<file path="src/rtl/clamp_sup_pkg.sv">
`timescale 1ns/1ps
package clamp_sup_pkg;
   // floor(fs * k / 2^frac)
   function automatic logic [31:0] frac_scale(input logic [31:0] fs, input int unsigned k,
                                              input int unsigned frac);
      logic [63:0] prod;
      prod = {32'd0, fs} * {32'd0, k};
      prod = prod >> frac;
      return prod[31:0];
   endfunction

   localparam int unsigned NUM_TH = 3;
   typedef enum logic [1:0] {TH_ON = 2'd0, TH_OFF = 2'd1, TH_OV = 2'd2} th_sel_e;
endpackage

</file>
<file path="src/rtl/clamp_sup_thresh.sv">
`timescale 1ns/1ps
module clamp_sup_thresh #(
   parameter int unsigned W      = 10,
   parameter int unsigned FRAC_W = 12,
   parameter int unsigned K_ON   = 3596,
   parameter int unsigned K_OFF  = 3486,
   parameter int unsigned K_OV   = 3840
) (
   input  logic [W-1:0] fs_code,
   output logic [W-1:0] th_on,
   output logic [W-1:0] th_off,
   output logic [W-1:0] th_ov
);
   import clamp_sup_pkg::*;

   localparam int unsigned KS [NUM_TH] = '{K_ON, K_OFF, K_OV};

   logic [W-1:0] th [NUM_TH];

   generate
      if (K_OFF >= K_ON) begin : g_bad_hyst
         $error("clamp_sup_thresh: K_OFF must be below K_ON");
      end
      if (K_OV >= (1 << FRAC_W)) begin : g_bad_ov
         $error("clamp_sup_thresh: ratios must be below one");
      end
      for (genvar g = 0; g < NUM_TH; g++) begin : g_th
         logic [31:0] scaled;
         assign scaled = frac_scale(32'(fs_code), KS[g], FRAC_W);
         assign th[g]  = scaled[W-1:0];
      end
   endgenerate

   assign th_on  = th[TH_ON];
   assign th_off = th[TH_OFF];
   assign th_ov  = th[TH_OV];
endmodule

</file>
<file path="src/rtl/clamp_sup_window.sv">
`timescale 1ns/1ps
module clamp_sup_window #(
   parameter int unsigned WIN_TICKS    = 2000,
   parameter int unsigned BUDGET_TICKS = 200
) (
   input  logic clk,
   input  logic rst_n,
   input  logic tick,
   input  logic clamp_on,
   output logic trip_now,
   output logic cop_fault
);
   localparam int unsigned PW = (WIN_TICKS > 1) ? $clog2(WIN_TICKS) : 1;
   localparam int unsigned AW = $clog2(WIN_TICKS + 1);
   localparam logic [PW-1:0] LAST = PW'(WIN_TICKS - 1);
   localparam logic [AW-1:0] LIMIT = AW'(BUDGET_TICKS);

   generate
      if (BUDGET_TICKS >= WIN_TICKS - 1) begin : g_bad_budget
         $error("clamp_sup_window: budget must fit inside the window");
      end
   endgenerate

   logic [PW-1:0] pos_q;
   logic [AW-1:0] acc_q;

   assign trip_now = (acc_q > LIMIT);

   always_ff @(posedge clk or negedge rst_n) begin
      if (!rst_n) begin
         pos_q <= '0;
         acc_q <= '0;
      end else if (tick) begin
         if (pos_q == LAST) begin
            pos_q <= '0;
            acc_q <= '0;
         end else begin
            pos_q <= pos_q + 1'b1;
            acc_q <= acc_q + AW'(clamp_on);
         end
      end
   end

   always_ff @(posedge clk or negedge rst_n) begin
      if (!rst_n)        cop_fault <= 1'b0;
      else if (trip_now) cop_fault <= 1'b1;
   end
endmodule

</file>
<file path="src/rtl/clamp_sup_recent.sv">
`timescale 1ns/1ps
module clamp_sup_recent #(
   parameter int unsigned HOLD_HL = 4
) (
   input  logic clk,
   input  logic rst_n,
   input  logic half_line,
   input  logic clamp_on,
   output logic recent
);
   generate
      if (HOLD_HL == 0) begin : g_direct
         assign recent = clamp_on;
      end else begin : g_hold
         localparam int unsigned RW = $clog2(HOLD_HL + 1);
         logic [RW-1:0] rem_q;
         always_ff @(posedge clk or negedge rst_n) begin
            if (!rst_n)                       rem_q <= '0;
            else if (clamp_on)                rem_q <= RW'(HOLD_HL);
            else if (half_line && rem_q != 0) rem_q <= rem_q - 1'b1;
         end
         assign recent = clamp_on | (rem_q != '0);
      end
   endgenerate
endmodule

</file>
<file path="src/rtl/clamp_sup_ovavg.sv">
`timescale 1ns/1ps
module clamp_sup_ovavg #(
   parameter int unsigned AVG_W    = 6,
   parameter int unsigned OV_EVENT = 48
) (
   input  logic clk,
   input  logic rst_n,
   input  logic tick,
   input  logic over,
   output logic shutdown
);
   localparam logic [AVG_W-1:0] TOP = {AVG_W{1'b1}};
   localparam logic [AVG_W-1:0] EVT = AVG_W'(OV_EVENT);

   generate
      if (OV_EVENT == 0 || OV_EVENT > (1 << AVG_W) - 1) begin : g_bad_evt
         $error("clamp_sup_ovavg: event level outside counter range");
      end
   endgenerate

   logic [AVG_W-1:0] avg_q;

   always_ff @(posedge clk or negedge rst_n) begin
      if (!rst_n) begin
         avg_q <= '0;
      end else if (tick) begin
         if (over && avg_q != TOP)           avg_q <= avg_q + 1'b1;
         else if (!over && avg_q != '0)      avg_q <= avg_q - 1'b1;
      end
   end

   always_ff @(posedge clk or negedge rst_n) begin
      if (!rst_n)          shutdown <= 1'b0;
      else if (avg_q >= EVT) shutdown <= 1'b1;
   end
endmodule

</file>
<file path="src/rtl/clamp_supervisor.sv">
`timescale 1ns/1ps
module clamp_supervisor #(
   parameter int unsigned W            = 10,
   parameter int unsigned FRAC_W       = 12,
   parameter int unsigned K_ON         = 3596,
   parameter int unsigned K_OFF        = 3486,
   parameter int unsigned K_OV         = 3840,
   parameter int unsigned WIN_TICKS    = 2000,
   parameter int unsigned BUDGET_TICKS = 200,
   parameter int unsigned HOLD_HL      = 4,
   parameter int unsigned AVG_W        = 6,
   parameter int unsigned OV_EVENT     = 48
) (
   input  logic         clk,
   input  logic         rst_n,
   input  logic [W-1:0] vcode,
   input  logic [W-1:0] fs_code,
   input  logic         tick,
   input  logic         half_line,
   output logic         clamp_en,
   output logic         cop_fault,
   output logic         clamp_recent,
   output logic         ov_flag,
   output logic         ov_shutdown
);
   generate
      if (K_OV <= K_ON) begin : g_bad_order
         $error("clamp_supervisor: overvoltage ratio must exceed turn-on ratio");
      end
   endgenerate

   logic [W-1:0] th_on, th_off, th_ov;
   logic         trip_now;
   logic         clamp_q;
   logic         clamp_d;
   logic         fault_d;

   clamp_sup_thresh #(.W(W), .FRAC_W(FRAC_W), .K_ON(K_ON), .K_OFF(K_OFF), .K_OV(K_OV)) u_thresh (
      .fs_code(fs_code), .th_on(th_on), .th_off(th_off), .th_ov(th_ov));

   clamp_sup_window #(.WIN_TICKS(WIN_TICKS), .BUDGET_TICKS(BUDGET_TICKS)) u_window (
      .clk(clk), .rst_n(rst_n), .tick(tick), .clamp_on(clamp_q),
      .trip_now(trip_now), .cop_fault(cop_fault));

   clamp_sup_recent #(.HOLD_HL(HOLD_HL)) u_recent (
      .clk(clk), .rst_n(rst_n), .half_line(half_line), .clamp_on(clamp_q),
      .recent(clamp_recent));

   clamp_sup_ovavg #(.AVG_W(AVG_W), .OV_EVENT(OV_EVENT)) u_ovavg (
      .clk(clk), .rst_n(rst_n), .tick(tick), .over(ov_flag), .shutdown(ov_shutdown));

   // fault takes priority so the clamp drops on the same edge the fault rises
   assign fault_d = cop_fault | trip_now;

   always_comb begin
      clamp_d = clamp_q;
      if (fault_d)                        clamp_d = 1'b0;
      else if (!clamp_q && vcode > th_on) clamp_d = 1'b1;
      else if (clamp_q && vcode < th_off) clamp_d = 1'b0;
   end

   always_ff @(posedge clk or negedge rst_n) begin
      if (!rst_n) begin
         clamp_q <= 1'b0;
         ov_flag <= 1'b0;
      end else begin
         clamp_q <= clamp_d;
         ov_flag <= (vcode > th_ov);
      end
   end

   assign clamp_en = clamp_q;
endmodule

</file>
<file path="config.mk">
export PLATFORM = sky130hd
export DESIGN_NAME = clamp_supervisor
export DESIGN_NICKNAME = d
export VERILOG_FILES = /design/src/rtl/clamp_sup_pkg.sv /design/src/rtl/clamp_sup_thresh.sv /design/src/rtl/clamp_sup_window.sv /design/src/rtl/clamp_sup_recent.sv /design/src/rtl/clamp_sup_ovavg.sv /design/src/rtl/clamp_supervisor.sv
export SDC_FILE = /design/constraint.sdc
export NUM_CORES = 1
export LEC_CHECK = 0
export ABC_CLOCK_PERIOD_IN_PS = 3000
export BUFFER_PORTS_ARGS = -buffer_cell sky130_fd_sc_hd__buf_4
export CAP_MARGIN = 25
export CELL_PAD_IN_SITES_DETAIL_PLACEMENT = 0
export CELL_PAD_IN_SITES_GLOBAL_PLACEMENT = 1
export CORE_AREA = 2 2 117 119
export DETAILED_ROUTE_END_ITERATION = 10
export DIE_AREA = 0 0 119 121
export PLACE_DENSITY_LB_ADDON = 0.1
export SKIP_CTS_REPAIR_TIMING = 1
export SYNTH_ARGS = -nofsm -noshare
export SYNTH_HDL_FRONTEND = slang
export SYNTH_SLANG_ARGS = --single-unit
</file>
<file path="constraint.sdc">
create_clock -name clk -period 3 [get_ports clk]
set_input_delay 0.3 -clock clk [delete_from_list [all_inputs] [get_ports clk]]
set_output_delay 0.3 -clock clk [all_outputs]
set_load 0.01 [all_outputs]
</file>
==> summary.md <==
| Metric | Value |
|---|---|
| Compound-Gate Fraction of Synth Area | `0.115` |
| Setup Viol. Count Final | `2` |
| Top routing layer in use | `met4` |
| Max stage delay on crit path | `approximately 0.57 ns` |
| ANT cells | `0` |
| Global-route wire length before repair | `approximately 26000 um` |
| Syn_area_per_cell | `9.64 um^2` |
| Post-synth top area share | `0.339` |
| Cells after Synth | `around 670` |
| # fillers | `roughly 1.2k` |
| GP Congestion | `approximately 0.98` |
| First DRT Iteration DRCs | `174` |
| Fin Setup TNS | `-3.47 ns` |
| Post-Synth XOR/XNOR Area | `0.0667` |
| Max clock buf depth | `2` |
| M1 WL | `just under 7000 um` |
| VDD IR max | `0.417 mV` |
| DR WL/cell | `15.3 um` |
| WHS | `about 0.25 ns` |
| Post-synthesis mux area share | `0.00331` |
| Status | `finished with violations` |
| DP Cell Count | `989` |
| Worst path cell trace | `buf_8, fa_1, inv_2, fa_1, inv_1, fa_1, fa_1, fa_1, ha_4, nand3_2, a211oi_2, o2111ai_2, a21boi_2, a31oi_2, a21oi_2, xnor2_1, ha_1, a21oi_2, nor2b_1, o21ai_1, nand3b_1, a211oi_2, a211oi_2` |
| Clock latency on the worst-skew pair | `between 0.2 and 0.3 ns` |
| Total grt overflow | `0` |
| Hold Crit Class | `in -> reg` |
| Die width | `roughly 120 um` |
| Worst setup EP type | `flop` |
| Full die area | `around 14000 um^2` |
| Post-route cell area | `about 8000 um^2` |
| Row count | `42` |
| Number of flops mapped to enable cells by yosys | `0` |
| CTS Sinks | `35` |
| Post-DP HPWL | `roughly 13000 um` |
| Post-Synth Simple-Gate Area | `0.116` |
| MaxCap Viol Count | `0` |
| Area delta synth->final | `26.8%` |
| DRT Pass-1 Iters | `4` |
| Slew HR | `0.703` |
| Yosys cell types | `56` |
| Placed Area | `7810 um^2` |
| Pin slew with the least headroom to its limit | `0.446 ns` |
| Initial antenna violation count | `0` |
| Crit path DAT | `between 5 and 6 ns` |
| Top-Level Pins | `29` |
| CTS HTree Levels | `2` |
| Met2 wire length | `approximately 8300 um` |
| Main combinational cell family by area after synthesis | `adder cells` |
| Non-filler cells, final | `~1k` |
| Netlist Area Pre-Place | `6430 um^2` |
| Final Skew | `around 0.0058 ns` |
| CTS tree | `built` |
| Main flop type after synthesis | `dfrtp_1` |
| Post-Synth Adder-Cell Area | `0.504` |
| WL final | `~15000 um` |
| Final Cycle Share | `1.80` |
| Failing checks | `negative setup slack` |
| Crit path buf inv count | `3` |
| CP max FO | `3` |
| Worst path most repeated cell | `fa_1` |
| Layout Nets | `around 1.1k` |
| Clk slew on worst S/H paths | `0.05 ns` |
| Syn Nets | `roughly 900` |
| ANT nets after route | `0` |
| Slowest cell on crit path | `fa_1` |
| Top-count cell post-synth | `ha_1` |
| Final Util | `0.623` |
| Layout cell share with drive strength beyond 1 | `0.248` |
| Routed length on met3 | `about 180 um` |
| # DRC | `0` |
| Final Critical Period | `around 5.4 ns` |
| Via count | `just over 5k` |
| Via density | `5.16` |
| Most common library cells after synthesis | `ha_1, inv_1, fa_1` |
| Die height | `approximately 120 um` |
| Crit start category | `input port` |
| Gr usage total | `0.221` |
| Hold Fails Final Rpt | `0` |
| I/O Buffers | `28` |
| Top post-synthesis cells by area | `ha_1, fa_1, dfrtp_1` |
| Clock Root Buffer | `clkbuf_16` |
| Kind of critical path | `in -> reg` |
| Starting Density | `0.491` |
| Synthesis-stage register bit count | `35` |
| RSZ-0062 raised after global routing | `yes` |
| Fmax | `~0.19 GHz` |
| Async S/R FF share, synth | `1.00` |
| Leakage Power | `4.31 nW` |
| Fin. max-slew vios | `0` |
| Core area | `around 13000 um^2` |
| Yosys warns | `0` |
| Pwr Density | `845 nW/um^2` |
| Post-synth top area cell | `ha_1` |
| CTS buffer count | `5` |
| Vias in the first global route | `approximately 5.4k` |
| Sequential share of the synthesized area | `0.136` |
| WP data required | `around 3.2 ns` |
| Largest net degree at the start of global routing | `36` |
| Fin worst setup slack | `-2.40 ns` |
| Cell family with most CP delay | `adder cells` |
[kinds of logic after synthesis]
logic type | count (synthesis)
adders and majority gates | 227
and+or+nand+nor | 144
AOI/OAI and AO/OA | 109
buffers and inverters | 101
xor gates and xnor gates | 49
DFF | 35
muxes | 2
[state kept, by name, indices dropped and copies added (netlist names)]
name,count
clamp_en,1
ov_flag,1
u_ovavg.avg_q,6
u_ovavg.shutdown,1
u_recent.g_hold.rem_q,3
u_window.acc_q,11
u_window.cop_fault,1
u_window.pos_q,11
[where the power goes]
part,switching (mW),internal (mW),total (mW)
sequential,0.171,0.617,0.788
combinational,2.79,2.80,5.59
clock,0.183,0.323,0.506
total,3.15,3.74,6.89
[path summary, 6_finish.rpt]
| kind | from | endpoint | slack (ns) | cells past startpoint |
|---|---|---|---|---|
| max | fs_code[7] | clamp_en | -2.40 | 23 |
| min | half_line | u_recent.g_hold.rem_q[1] | 0.25 | 2 |
| max reg2reg | u_ovavg.avg_q[0] | u_ovavg.avg_q[5] | 0.69 | 11 |
| min reg2reg | u_ovavg.shutdown | u_ovavg.shutdown | 0.47 | 1 |
| max in group asynchronous | rst_n | u_ovavg.avg_q[4] | 2.17 | 2 |
| min in group asynchronous | rst_n | u_window.acc_q[3] | 0.51 | 2 |
[layout make-up]
class,instances,area [um^2],share of cell area
Tap cell,176,220,0.0270
Clock buffer,6,139,0.0170
Multi-Input combinational cell,531,5340,0.655
Clock inverter,1,5.00,0.000614
Timing Repair Buffer,156,1200,0.148
Sequential cell,35,876,0.107
Inverter,98,372,0.0456
[layer usage]
metal / global-route usage / up-vias
met4: 0.0461 / 0
met1: 0.266 / 2489
li1: - / 2634
met2: 0.431 / 44
met3: 0.0155 / 11
met5: 0 / -
[placed cells by master (no fill, tap or decap), drive strengths merged, types with 8 or more instances in the layout]
master  netlist  final
nor2b         8      8
a21o         13     13
ha          174    174
xor2         21     21
nor3          9      9
fa           53     53
buf           1    155
nand4        14     14
o21ai        22     22
nand2b        8      8
dfrtp        35     35
nand3        16     16
nand2        37     37
a21oi        37     37
xnor2        28     28
nor2         26     26
inv          98     97
[stage by stage]
step	total power, mW	setup slack, ns
CTS	6.76	-2.43
global route	7.66	-2.67
floorplan	4.20	-2.24
finish	6.89	-2.40
detailed placement	6.20	-2.71
global placement	5.99	-2.60
No activity file was read; power rests on OpenSTA's default activity.
